==> src/rtl/vit_pkg.sv <==
package vit_pkg;
  localparam int MAG_W    = 2;
  localparam int SYM_W    = MAG_W + 1;
  localparam int NSTATE   = 4;
  localparam int ST_W     = $clog2(NSTATE);
  localparam int LEVELS   = 1 << MAG_W;
  localparam int DIST_MAX = 2 * LEVELS - 1;
  localparam int BM_W     = $clog2(2 * DIST_MAX + 1);

  typedef logic [SYM_W-1:0] soft_t;
  typedef logic [BM_W-1:0]  bm_t;
  typedef logic [ST_W-1:0]  state_t;

  // Map sign-magnitude onto a ladder 0..DIST_MAX (0 = certain zero),
  // then measure distance to the expected coded bit.
  function automatic bm_t sym_dist(soft_t s, logic e);
    bm_t lvl;
    if (s[SYM_W-1]) lvl = BM_W'(LEVELS) + BM_W'(s[MAG_W-1:0]);
    else            lvl = BM_W'(LEVELS - 1) - BM_W'(s[MAG_W-1:0]);
    return e ? (BM_W'(DIST_MAX) - lvl) : lvl;
  endfunction
endpackage

==> src/rtl/vit_bmu.sv <==
module vit_bmu
  import vit_pkg::*;
(
  input  logic                  clk,
  input  logic                  rst,
  input  soft_t                 sym_a,
  input  soft_t                 sym_b,
  output bm_t [NSTATE-1:0]      bm
);
  // bm[c] is the cost of code pair {c0,c1} = c, c0 on sym_a.
  for (genvar c = 0; c < NSTATE; c++) begin : g_pair
    localparam logic [1:0] CODE = 2'(c);
    assign bm[c] = sym_dist(sym_a, CODE[1]) + sym_dist(sym_b, CODE[0]);
  end

  // complementary code pairs always split the full distance budget
  for (genvar c = 0; c < NSTATE / 2; c++) begin : g_chk
    a_r2_bm_complement: assert property (@(posedge clk) disable iff (rst)
      (32'(bm[c]) + 32'(bm[NSTATE-1-c])) == 2 * DIST_MAX);
  end
endmodule

==> src/rtl/vit_acs.sv <==
module vit_acs
  import vit_pkg::*;
#(
  parameter int PM_W    = 8,
  parameter int PM_INIT = 64
)(
  input  logic                        clk,
  input  logic                        rst,
  input  logic                        step_en,
  input  bm_t [NSTATE-1:0]            bm,
  output logic [NSTATE-1:0][PM_W-1:0] pm,
  output logic [NSTATE-1:0]           dec
);
  localparam logic [PM_W-1:0] INIT_V = PM_W'(PM_INIT);
  localparam int GUARD = 3 << (PM_W - 2);

  logic                        norm;
  logic [PM_W-1:0]             pm_min;
  logic [NSTATE-1:0][PM_W-1:0] pm_adj;
  logic [NSTATE-1:0][PM_W-1:0] pm_nx;

  always_comb begin
    pm_min = pm[0];
    norm   = 1'b0;
    for (int i = 0; i < NSTATE; i++) begin
      if (pm[i] < pm_min) pm_min = pm[i];
      norm = norm | pm[i][PM_W-1];
    end
    for (int i = 0; i < NSTATE; i++)
      pm_adj[i] = norm ? (pm[i] - pm_min) : pm[i];
  end

  // State = {newest bit, previous bit}; next state {u, s[1]}.
  // Predecessors of ns are {ns[0],0} and {ns[0],1}; decision = that low bit.
  for (genvar ns = 0; ns < NSTATE; ns++) begin : g_acs
    localparam int U  = (ns >> 1) & 1;
    localparam int P1 = ns & 1;
    localparam int PA = P1 * 2;
    localparam int PB = P1 * 2 + 1;
    localparam int IA = ((U ^ P1) << 1) | U;
    localparam int IB = ((U ^ P1 ^ 1) << 1) | (U ^ 1);
    logic [PM_W-1:0] cand_a, cand_b;
    assign cand_a    = pm_adj[PA] + PM_W'(bm[IA]);
    assign cand_b    = pm_adj[PB] + PM_W'(bm[IB]);
    assign dec[ns]   = (cand_b < cand_a);
    assign pm_nx[ns] = dec[ns] ? cand_b : cand_a;
  end

  always_ff @(posedge clk) begin
    if (rst) begin
      for (int i = 0; i < NSTATE; i++) pm[i] <= (i == 0) ? '0 : INIT_V;
    end else if (step_en) begin
      pm <= pm_nx;
    end
  end

  for (genvar i = 0; i < NSTATE; i++) begin : g_bound
    a_r10_pm_bounded: assert property (@(posedge clk) disable iff (rst)
      32'(pm[i]) < GUARD);
  end

  a_r8_idle_hold: assert property (@(posedge clk) disable iff (rst)
    !step_en |=> $stable(pm));
endmodule

==> src/rtl/vit_tbu.sv <==
module vit_tbu
  import vit_pkg::*;
#(
  parameter int PM_W      = 8,
  parameter int MAX_DEPTH = 32,
  parameter int DEPTH_W   = 6
)(
  input  logic                        clk,
  input  logic                        rst,
  input  logic                        step_en,
  input  logic [NSTATE-1:0]           dec_in,
  input  logic [NSTATE-1:0][PM_W-1:0] pm,
  input  logic [DEPTH_W-1:0]          depth,
  output logic                        bit_valid,
  output logic                        bit_out
);
  localparam logic [DEPTH_W-1:0] STEP_CAP = DEPTH_W'(MAX_DEPTH + 1);

  logic [NSTATE-1:0]  dec_mem [MAX_DEPTH];
  logic [DEPTH_W-1:0] steps;
  state_t             best;
  state_t             st [MAX_DEPTH+1];

  // Decision history, newest at index 0; no reset so it can map to plain storage.
  always_ff @(posedge clk) begin
    if (step_en) begin
      dec_mem[0] <= dec_in;
      for (int j = 1; j < MAX_DEPTH; j++) dec_mem[j] <= dec_mem[j-1];
    end
  end

  always_ff @(posedge clk) begin
    if (rst) begin
      steps     <= '0;
      bit_valid <= 1'b0;
    end else begin
      bit_valid <= step_en && (steps >= depth);
      if (step_en && (steps < STEP_CAP)) steps <= steps + 1'b1;
    end
  end

  always_comb begin
    best = '0;
    for (int i = 1; i < NSTATE; i++)
      if (pm[i] < pm[best]) best = state_t'(i);
  end

  assign st[0] = best;
  for (genvar j = 0; j < MAX_DEPTH; j++) begin : g_trace
    assign st[j+1] = {st[j][0], dec_mem[j][st[j]]};
  end
  assign bit_out = st[depth][ST_W-1];

  a_r7_enough_history: assert property (@(posedge clk) disable iff (rst)
    bit_valid |-> (steps > depth));
endmodule

==> src/rtl/vit_packer.sv <==
module vit_packer #(
  parameter int BYTE_W = 8
)(
  input  logic              clk,
  input  logic              rst,
  input  logic              bit_valid,
  input  logic              bit_in,
  output logic              out_valid,
  output logic [BYTE_W-1:0] out_byte
);
  localparam int CNT_W = $clog2(BYTE_W);
  localparam logic [CNT_W-1:0] LAST = CNT_W'(BYTE_W - 1);

  logic [BYTE_W-2:0] acc;
  logic [CNT_W-1:0]  fill;

  always_ff @(posedge clk) begin
    if (rst) begin
      acc       <= '0;
      fill      <= '0;
      out_valid <= 1'b0;
      out_byte  <= '0;
    end else begin
      out_valid <= 1'b0;
      if (bit_valid) begin
        if (fill == LAST) begin
          out_byte  <= {acc, bit_in};
          out_valid <= 1'b1;
          fill      <= '0;
        end else begin
          acc  <= {acc[BYTE_W-3:0], bit_in};
          fill <= fill + 1'b1;
        end
      end
    end
  end

  a_r9_single_pulse: assert property (@(posedge clk) disable iff (rst)
    out_valid |=> !out_valid);
  a_r9_byte_from_bit: assert property (@(posedge clk) disable iff (rst)
    out_valid |-> $past(bit_valid));
endmodule

==> src/rtl/vit_soft_decoder.sv <==
module vit_soft_decoder
  import vit_pkg::*;
#(
  parameter int PM_W      = 8,
  parameter int MIN_DEPTH = 8,
  parameter int MAX_DEPTH = 32,
  parameter int BYTE_W    = 8,
  localparam int DEPTH_W  = $clog2(MAX_DEPTH + 2)
)(
  input  logic               clk,
  input  logic               rst,
  input  logic               in_valid,
  input  logic [SYM_W-1:0]   in_sym_a,
  input  logic [SYM_W-1:0]   in_sym_b,
  input  logic [DEPTH_W-1:0] tb_len,
  output logic               out_valid,
  output logic [BYTE_W-1:0]  out_byte
);
  localparam logic [DEPTH_W-1:0] DMIN = DEPTH_W'(MIN_DEPTH);
  localparam logic [DEPTH_W-1:0] DMAX = DEPTH_W'(MAX_DEPTH);

  logic                        v_q;
  soft_t                       a_q, b_q;
  logic [DEPTH_W-1:0]          depth_q;
  bm_t [NSTATE-1:0]            bm;
  logic [NSTATE-1:0][PM_W-1:0] pm;
  logic [NSTATE-1:0]           dec;
  logic                        tb_valid, tb_bit;

  // Input pipeline register
  always_ff @(posedge clk) begin
    if (rst) begin
      v_q <= 1'b0;
      a_q <= '0;
      b_q <= '0;
    end else begin
      v_q <= in_valid;
      if (in_valid) begin
        a_q <= in_sym_a;
        b_q <= in_sym_b;
      end
    end
  end

  // Depth is captured while in reset only, clamped into range
  always_ff @(posedge clk) begin
    if (rst) begin
      if (tb_len < DMIN)      depth_q <= DMIN;
      else if (tb_len > DMAX) depth_q <= DMAX;
      else                    depth_q <= tb_len;
    end
  end

  vit_bmu u_bmu (
    .clk   (clk),
    .rst   (rst),
    .sym_a (a_q),
    .sym_b (b_q),
    .bm    (bm)
  );

  vit_acs #(.PM_W(PM_W)) u_acs (
    .clk     (clk),
    .rst     (rst),
    .step_en (v_q),
    .bm      (bm),
    .pm      (pm),
    .dec     (dec)
  );

  vit_tbu #(.PM_W(PM_W), .MAX_DEPTH(MAX_DEPTH), .DEPTH_W(DEPTH_W)) u_tbu (
    .clk       (clk),
    .rst       (rst),
    .step_en   (v_q),
    .dec_in    (dec),
    .pm        (pm),
    .depth     (depth_q),
    .bit_valid (tb_valid),
    .bit_out   (tb_bit)
  );

  vit_packer #(.BYTE_W(BYTE_W)) u_pack (
    .clk       (clk),
    .rst       (rst),
    .bit_valid (tb_valid),
    .bit_in    (tb_bit),
    .out_valid (out_valid),
    .out_byte  (out_byte)
  );

  a_r6_depth_hold: assert property (@(posedge clk) disable iff (rst)
    1'b1 |=> $stable(depth_q));
  a_r5_depth_range: assert property (@(posedge clk) disable iff (rst)
    (depth_q >= DMIN) && (depth_q <= DMAX));
endmodule

==> config.mk <==
export PLATFORM = sky130hd
export DESIGN_NAME = vit_soft_decoder
export DESIGN_NICKNAME = d
export VERILOG_FILES = /design/src/rtl/vit_pkg.sv /design/src/rtl/vit_bmu.sv /design/src/rtl/vit_acs.sv /design/src/rtl/vit_tbu.sv /design/src/rtl/vit_packer.sv /design/src/rtl/vit_soft_decoder.sv
export SDC_FILE = /design/constraint.sdc
export NUM_CORES = 1
export LEC_CHECK = 0
export BUFFER_PORTS_ARGS = -buffer_cell sky130_fd_sc_hd__buf_2
export CORE_MARGIN = 2
export CORE_UTILIZATION = 36
export DETAILED_ROUTE_END_ITERATION = 12
export PLACE_DENSITY = 0.48
export SLEW_MARGIN = 10
export SYNTH_ARGS = -nofsm -noshare
export SYNTH_HDL_FRONTEND = slang
export SYNTH_SLANG_ARGS = --single-unit
==> constraint.sdc <==
create_clock -name clk -period 35.7 [get_ports clk]
set_clock_uncertainty 0.15 [all_clocks]
set_input_delay 1.785 -clock clk [delete_from_list [all_inputs] [get_ports clk]]
set_output_delay 1.785 -clock clk [all_outputs]
set_load 0.01 [all_outputs]
==> results of run 1 <==
==> final cells by class <==
class	instances	share of cell area
Sequential cell	195	0.3342
Clock buffer	18	0.02818
Tap cell	525	0.04215
Timing Repair Buffer	31	0.01124
Multi-Input combinational cell	1167	0.5568
Clock inverter	14	0.009073
Inverter	76	0.01831
==> routing by layer <==
layer | vias up | share of wire
met5 | - | 0
met4 | 0 | 0.013
met3 | 23 | 0.026
met2 | 143 | 0.46
met1 | 5133 | 0.50
li1 | 5464 | -
==> through the flow <==
step	area (um^2)	setup WS, ns	std cells	utilization
after floorplan	14300	23.21	1473	-
after CTS	15580	21.59	2026	0.3949
after detailed placement	15000	21.65	1994	0.3802
after global placement	15000	21.79	1994	0.3802
after global routing	15580	20.44	2026	0.3949
final	15580	21.45	2026	0.3949
==> synth_stat cells (all sizes together), types with 15 or more instances <==
library cell,number
mux2i,63
nand2,114
xor2,44
edfxtp,130
nor2,135
ha,135
and3,16
fa,16
inv,76
nand3,28
a211oi,39
nand2b,42
nor2b,38
o21ai,88
a21o,29
a21oi,121
o211ai,15
clkbuf,33
dfxtp,65
xnor2,40
==> path summary, 6_finish.rpt <==
kind                                  start                              end  cells after the start
max                u_acs.pm[2]$_SDFFE_PP0P_  u_pack.out_byte[0]$_SDFFE_PP0P_                     50
min          u_tbu.dec_mem[1][21]$_DFFE_PP_   u_tbu.dec_mem[1][25]$_DFFE_PP_                      0
max reg2reg        u_acs.pm[2]$_SDFFE_PP0P_  u_pack.out_byte[0]$_SDFFE_PP0P_                     50
min reg2reg  u_tbu.dec_mem[1][21]$_DFFE_PP_   u_tbu.dec_mem[1][25]$_DFFE_PP_                      0
==> worst max-delay path: cells and delay by family, from the launching register on <==
family | cells | cell delay (ns)
AO/OA/AOI/OAI | 25 | 6.38
AND/OR/NAND/NOR | 13 | 3.57
multiplexers | 7 | 2.29
adder cells (fa/ha/maj) | 3 | 0.94
flip-flops | 1 | 0.42
buffers and inverters | 2 | 0.32
==> cells by family (layout without fill, tap and decap cells) <==
kind of cell | Yosys count | in the layout | share of synthesized area
and+or+nand+nor | 442 | 442 | 0.1557
AOI/OAI and AO/OA | 414 | 414 | 0.2008
DFF | 195 | 195 | 0.3640
adders and majority gates | 151 | 151 | 0.1405
buffers and inverters | 111 | 139 | 0.02931
xor gates and xnor gates | 84 | 84 | 0.05144
muxes | 76 | 76 | 0.05827
==> flip-flops by register name, indices dropped and copies added (netlist names), 3 cells and up <==
name / flops
a_q: 3
u_acs.pm: 32
u_tbu.steps: 6
u_pack.out_byte: 8
depth_q: 6
u_tbu.dec_mem: 124
b_q: 3
u_pack.acc: 7
u_pack.fill: 3
==> impl_metrics.json, run 1 <==
{
  "hold-worst-slack_ns": 0.3022,
  "vias_per_cell": 5.312,
  "synthDominantCellAreaShare": 0.2730,
  "drtIter0Drc": 534,
  "grt-ovfl-total": 0,
  "grt_pass1_vias": 10380,
  "crit_path_end_kind": "flip-flop",
  "rows": 73,
  "ant_nets": 0,
  "clock.fmax_mhz": 70.15,
  "crit_slowest_cell": "nor4b_1",
  "routabilityCongestion": 0.8317,
  "syn_avg_cell_area_um2": 9.709,
  "cp_max_fo": 22,
  "use_met2": 0.2824,
  "cts.repair.resized": 0,
  "final_max_slew_viol_count": 0,
  "synth.net_count": 1639,
  "criticalPathCategory": "reg2reg",
  "netlist_area_um2": 14300,
  "fin_tns_setup_ns": 0,
  "drt_wl_total_um": 34950,
  "synth-edff-count": 130,
  "cts-hold-fix-buffers": 0,
  "top_usage_layer": "met2",
  "status": "complete, no violations",
  "pin_count": 24,
  "grtUsageMet3": 0.03180,
  "multi_input_area_um2": 8677,
  "drive_above_1_share": 0.08728,
  "max-cap-violations": 0,
  "cts_buffers": 17,
  "grt_pass1_wl_um": 56660,
  "hold_class": "reg2reg",
  "fillers": 3986,
  "grtUsageMet1": 0.2408,
  "mostFrequentLayoutCells": "ha_1 (135), nor2_1 (134), edfxtp_1 (130)",
  "final_common_cell": "ha_1",
  "ys_top_cells_by_area": "edfxtp_1 (27%), ha_1 (12%), dfxtp_1 (9.1%), mux2i_1 (4.3%), a21oi_1 (4.2%)",
  "period_needed_ns": 14.25,
  "dp_hpwl_um": 26470,
  "coreArea_um2": 39460,
  "period_share": 0.3993,
  "final_hold_viol_count": 0,
  "ys_types": 99,
  "initial_utilization": 0.3624,
  "slowest_delay_ns": 0.65,
  "fp.dieW_um": 203.3,
  "yosys_warnings": 0,
  "area_growth_pct": 8.968,
  "nets": 1654,
  "n_antenna_cell": 0,
  "worstPathRequired_ns": 35.88,
  "io_buffers": 23,
  "critical_path_arrival_ns": 14.44,
  "clk_pin_slew_worst_paths_ns": 0.08,
  "synthFlopType": "edfxtp_1",
  "ys_seq_area_frac": 0.3640,
  "grt_usage": 0.1757,
  "grt_max_degree": 82,
  "async_flop_share": 0,
  "ys_ff_latch": 195,
  "post_cts.repair.setup_buffers": 0,
  "rsz0062_at_grt": "no",
  "cp-start-kind": "flip-flop",
  "seq_area_um2": 5209,
  "num_vias": 10760,
  "worst_pin_slew_ns": 1.094,
  "synthCells": 1473,
  "cts_tree": "done",
  "routedWlPerCell_um": 17.25,
  "crit_path_frequent_cell": "mux2i_1",
  "htree_levels": 4,
  "r2r_slack_ns": 21.45,
  "insertion_delay_ns": 0.50,
  "relSlewSlack": 0.2704,
  "die_area_um2": 41340,
  "root_buffer": "clkbuf_16",
  "first_pass_iters": 5,
  "antenna_found_initial": 0,
  "finalSetupViolCount": 0,
  "clk_path_buf_depth": 2,
  "clkSinkCount": 195,
  "die_y_um": 203.3,
  "drc": 0,
  "yosysTopAreaCell": "edfxtp_1"
}
Power of run 1 is left out: the tool's default activity adds up to more than one toggle a clock period on the data nets, which glitch-free logic cannot reach.
==> run 2, diff against run 1 <==
- PLACE_DENSITY: 0.48 -> 0.49
- clock period: 35.7 -> 11.6 ns (I/O delays scaled with it)
==> run 2 against run 1 <==
The run now ends with negative setup slack left. Final area is 13% higher. Non-clock buffer count up 152. Sequential share of layout area fell by 3.8 points. Cell count is 7.6% higher. Hold slack got worse by 0.13 ns. Via count rose by 5.6%. Critical path type unchanged. Critical endpoint unchanged.
==> impl_metrics.json, run 2 (synthesis gave the netlist of run 1 again) <==
{
  "cts_buffers": 17,
  "initial_utilization": 0.3624,
  "grt_max_degree": 83,
  "fin_cells": 2180,
  "routedWlPerCell_um": 17.07,
  "final_common_cell": "buf_4",
  "status": "complete, but fails checks",
  "drt_wl_total_um": 37220,
  "hold_class": "in2reg",
  "routabilityCongestion": 0.8650,
  "nets": 1808,
  "largest_register": "u_tbu.dec_mem",
  "grt_usage": 0.1870,
  "multi_input_area_um2": 9520,
  "period_needed_ns": 12.62,
  "final_max_slew_viol_count": 0,
  "largest_register_ffs": 124,
  "critical_path_arrival_ns": 12.82,
  "drc": 0,
  "relSlewSlack": 0.3163,
  "max-cap-violations": 0,
  "criticalPathCategory": "reg2reg",
  "mostFrequentLayoutCells": "buf_4 (157), edfxtp_1 (130), nor2_1 (128)",
  "worstPathRequired_ns": 11.80,
  "num_vias": 11360,
  "worst_pin_slew_ns": 1.026,
  "rsz0062_at_grt": "yes",
  "clock.fmax_mhz": 79.25,
  "first_pass_iters": 5,
  "ant_nets": 0,
  "pin_count": 24,
  "crit_slowest_cell": "o41a_1",
  "root_buffer": "clkbuf_16",
  "clk_pin_slew_worst_paths_ns": 0.08,
  "slowest_delay_ns": 0.50,
  "grt-ovfl-total": 0,
  "crit_path_frequent_cell": "and3_4",
  "final_hold_viol_count": 0,
  "placed_cells": 2114,
  "period_share": 1.088,
  "grt_pass1_vias": 11290,
  "n_antenna_cell": 0,
  "die_area_um2": 41340,
  "fp.dieW_um": 203.3,
  "clk_path_buf_depth": 2,
  "fillers": 3819,
  "cts_tree": "done",
  "drive_above_1_share": 0.2405,
  "coreArea_um2": 39460,
  "violations": "negative setup slack",
  "antenna_found_initial": 0,
  "dp_hpwl_um": 28230,
  "io_buffers": 23,
  "fin_ws_ns": -1.019,
  "htree_levels": 4,
  "die_y_um": 203.3,
  "clkSinkCount": 195,
  "cp_max_fo": 8,
  "finalSetupViolCount": 2,
  "rows": 73,
  "seq_area_um2": 5215,
  "grt_pass1_wl_um": 60420,
  "crit_path_end_kind": "flip-flop",
  "vias_per_cell": 5.212,
  "area_growth_pct": 23.14,
  "cp-start-kind": "flip-flop",
  "top_regs": "u_tbu.dec_mem: 124 flops, u_acs.pm: 32 flops, u_pack.out_byte: 8 flops",
  "drtIter0Drc": 458,
  "insertion_delay_ns": 0.49
}
-- run 2: cell types whose count changed in the layout (fill, tap and decap cells not counted), moves of 6 or more --
cell,change
buf_4,+149
mux2i_1,-9
ha_1,-8
nand3_1,-8
o21ai_0,-8
a211oi_1,-6
a21oi_1,-6
ha_4,+6
nand3_2,+6
nor2_1,-6
o21ai_4,+6
-- run 2: metrics by stage --
step	utilization	instance area (um^2)	setup slack, ns	hold WS [ns]	TNS [ns]
floorplan	-	14530	-0.2127	0.2661	-0.4251
detailed placement	0.4087	16130	-0.9525	0.2822	-1.901
global route	0.4463	17610	-1.670	0.1794	-3.314
CTS	0.4354	17180	-0.7186	0.1332	-1.432
finish	0.4463	17610	-1.019	0.1760	-2.037
global placement	0.4087	16130	-0.8565	0.2763	-1.708
-- run 2: layout make-up --
type | instances | share of cell area
clock buffer | 17 | 0.02416
clock inverter | 15 | 0.008952
inverter | 76 | 0.01620
multi-input combinational | 1169 | 0.5406
sequential | 195 | 0.2961
tap | 525 | 0.03730
timing repair buffer | 183 | 0.07666
-- run 2: layer usage --
metal / wire length, um / part of all wire / up-vias / GRT usage
met5: 0 / 0 / - / 0
met1: 18060 / 0.49 / 5430 / 0.2498
met4: 655 / 0.018 / 0 / 0.05892
li1: - / - / 5771 / -
met3: 871 / 0.023 / 39 / 0.03052
met2: 17630 / 0.47 / 122 / 0.3095
-- run 2: final timing paths --
path	from	endpoint	slack [ns]	depth (start not counted)
min reg2reg	u_tbu.dec_mem[0][1]$_DFFE_PP_	u_tbu.dec_mem[0][5]$_DFFE_PP_	0.29	0
max reg2reg	u_acs.pm[5]$_SDFFE_PP0P_	u_pack.out_byte[0]$_SDFFE_PP0P_	-1.02	52
min	in_sym_b[0]	b_q[0]$_SDFFE_PP0P_	0.18	3
max	u_acs.pm[5]$_SDFFE_PP0P_	u_pack.out_byte[0]$_SDFFE_PP0P_	-1.02	52
-- run 2: critical path, delay by kind of cell, from the launching register on --
family	cells	cell delay (ns)
compound gates	31	7.57
simple gates	13	2.86
fa+ha+maj	3	0.68
buf+inv	4	0.53
flops	1	0.34
mux	1	0.33
-- run 2: repair_timing --
item | 4_1_cts | 5_1_grt
setup endpoints to repair | 2 | 2
hold buffers | 0 | 0
gates resized for setup | 64 | 56
pin swaps | 37 | 60
gates cloned | 2 | 1
setup buffers | 14 | 17
Power of run 2 is left out for the same reason.
==> run 3, diff against run 2 <==
- BUFFER_PORTS_ARGS: -buffer_cell sky130_fd_sc_hd__buf_2 -> unset
- DONT_BUFFER_PORTS: unset -> 1
==> run 3 against run 2 <==
The flow still finishes with violations (negative setup slack). Cell count shrank 1.1%. Clock-buffer cell count grew 3. Wire length grew 1.4%. Global-route usage shrank 0.12 points. Critical endpoint is now u_pack.acc[0]$_SDFFE_PP0P_. Highest routed layer unchanged.
==> impl_metrics.json, run 3 (synthesis gave the netlist of run 1 again) <==
{
  "clk_pin_slew_worst_paths_ns": 0.08,
  "clk_path_buf_depth": 2,
  "grt-ovfl-total": 0,
  "fin_cells": 2157,
  "routedWlPerCell_um": 17.49,
  "first_pass_iters": 5,
  "cts_tree": "done",
  "path_buf_inv": 5,
  "crit_slowest_cell": "o41a_1",
  "violations": "negative setup slack",
  "crit_path_end_kind": "flip-flop",
  "slowest_delay_ns": 0.49,
  "grt_max_degree": 78,
  "rr_startpoint": "u_acs.pm[2]$_SDFFE_PP0P_",
  "hp-start": "in_valid",
  "final_common_cell": "buf_4",
  "r2r_cells": 54,
  "routabilityCongestion": 0.8632,
  "n_antenna_cell": 0,
  "rsz0062_at_grt": "yes",
  "root_buffer": "clkbuf_16",
  "dp_hpwl_um": 28180,
  "reg2reg_to": "u_pack.acc[0]$_SDFFE_PP0P_",
  "cp_max_fo": 6,
  "top_regs": "u_tbu.dec_mem: 124 flops, u_acs.pm: 32 flops, u_pack.out_byte: 8 flops",
  "final_hold_viol_count": 0,
  "ant_nets": 0,
  "status": "complete, but fails checks",
  "nets": 1785,
  "met2WireLength_um": 17860,
  "cp_top_family": "compound AO/OA/AOI/OAI gates",
  "criticalPathCategory": "reg2reg",
  "period_share": 1.091,
  "die_y_um": 203.3,
  "fp.dieW_um": 203.3,
  "hold-worst-slack_ns": 0.07837,
  "die_area_um2": 41340,
  "htree_levels": 4,
  "grt_pass1_wl_um": 59720,
  "routedLengthMet1_um": 18220,
  "drt_wl_total_um": 37740,
  "area_growth_pct": 22.69,
  "cts_buffers": 17,
  "dr_wl_met3_um": 960,
  "grt_usage": 0.1858,
  "fillers": 3802,
  "antenna_found_initial": 0,
  "r2r_slack_ns": -1.05,
  "mostFrequentLayoutCells": "buf_4 (148), edfxtp_1 (130), ha_1 (129)",
  "grt_pass1_vias": 11050,
  "largest_register": "u_tbu.dec_mem",
  "max-cap-violations": 0,
  "drc": 0,
  "period_needed_ns": 12.65,
  "placed_cells": 2090,
  "cp-start-kind": "flip-flop",
  "clkSinkCount": 195,
  "clock.fmax_mhz": 79.04,
  "worst_pin_slew_ns": 0.9565,
  "maxUsedRoutingLayer": "met4",
  "coreArea_um2": 39460,
  "worstPathRequired_ns": 11.83,
  "fin_ws_ns": -1.051,
  "drive_above_1_share": 0.2261,
  "final_max_slew_viol_count": 0,
  "io_buffers": 0,
  "drtIter0Drc": 481,
  "critical_path_arrival_ns": 12.89,
  "finalSetupViolCount": 2,
  "insertion_delay_ns": 0.50,
  "num_vias": 11380,
  "rows": 73,
  "pin_count": 24,
  "hold_class": "in2reg",
  "relSlewSlack": 0.3623,
  "initial_utilization": 0.3624,
  "holdPathStages": 1,
  "hold_end": "v_q$_SDFF_PP0_",
  "largest_register_ffs": 124,
  "vias_per_cell": 5.278
}
run 3: repair_timing:
| item | 4_1_cts | 5_1_grt |
|---|---|---|
| cloned | 1 | 2 |
| endpoints found under the setup margin | 2 | 2 |
| endpoints found under the hold margin | 47 | 0 |
| pin swaps | 21 | 72 |
| resized for setup | 34 | 81 |
| hold buffers | 5 | 0 |
| setup buffers | 9 | 18 |
run 3: per-layer routing:
layer / global-route usage / vias up
li1: - / 5722
met1: 0.2490 / 5503
met2: 0.3033 / 124
met3: 0.03004 / 35
met4: 0.06543 / 0
met5: 0 / -
run 3: how the worst max path moves through the flow:
| stage | endpoint | depth (start not counted) | slack [ns] | from |
|---|---|---|---|---|
| 2_1_floorplan | u_pack.out_byte[0]$_SDFFE_PP0P_ | 51 | -0.21 | u_acs.pm[2]$_SDFFE_PP0P_ |
| 3_3_place_gp | u_pack.out_byte[0]$_SDFFE_PP0P_ | 55 | -0.81 | u_acs.pm[13]$_SDFFE_PP0P_ |
| 3_5_place_dp | u_pack.out_byte[0]$_SDFFE_PP0P_ | 47 | -1.09 | u_acs.pm[2]$_SDFFE_PP0P_ |
| 4_1_cts | u_pack.acc[0]$_SDFFE_PP0P_ | 53 | -0.84 | u_acs.pm[2]$_SDFFE_PP0P_ |
| 5_1_grt | u_pack.acc[0]$_SDFFE_PP0P_ | 55 | -1.55 | u_acs.pm[2]$_SDFFE_PP0P_ |
| 6_report | u_pack.acc[0]$_SDFFE_PP0P_ | 54 | -1.05 | u_acs.pm[2]$_SDFFE_PP0P_ |
run 3: worst reg2reg max path, delay by kind of cell (launching register included):
family	cells	cell delay (ns)
muxes	3	0.77
DFF	1	0.34
buffers and inverters	5	0.68
and+or+nand+nor	15	3.17
adders and majority gates	3	0.68
AOI/OAI and AO/OA	28	6.77
run 3: layout make-up:
class | instances | area (um^2) | share of cell area
Tap cell | 525 | 656.9 | 0.03744
Multi-Input combinational cell | 1168 | 9457 | 0.5389
Inverter | 76 | 285.3 | 0.01626
Clock buffer | 20 | 479.2 | 0.02731
Timing Repair Buffer | 161 | 1315 | 0.07494
Clock inverter | 12 | 141.4 | 0.008058
Sequential cell | 195 | 5213 | 0.2971
run 3: stage by stage:
step	worst slack (ns)	cell area, um^2	TNS [ns]	utilization
floorplan	-0.2127	14530	-0.4251	-
global placement	-0.8148	16010	-1.628	0.4056
detailed placement	-1.094	16010	-2.166	0.4056
CTS	-0.8360	16950	-1.657	0.4296
global route	-1.553	17550	-3.104	0.4447
finish	-1.051	17550	-2.079	0.4447
Power of run 3 is left out for the same reason.
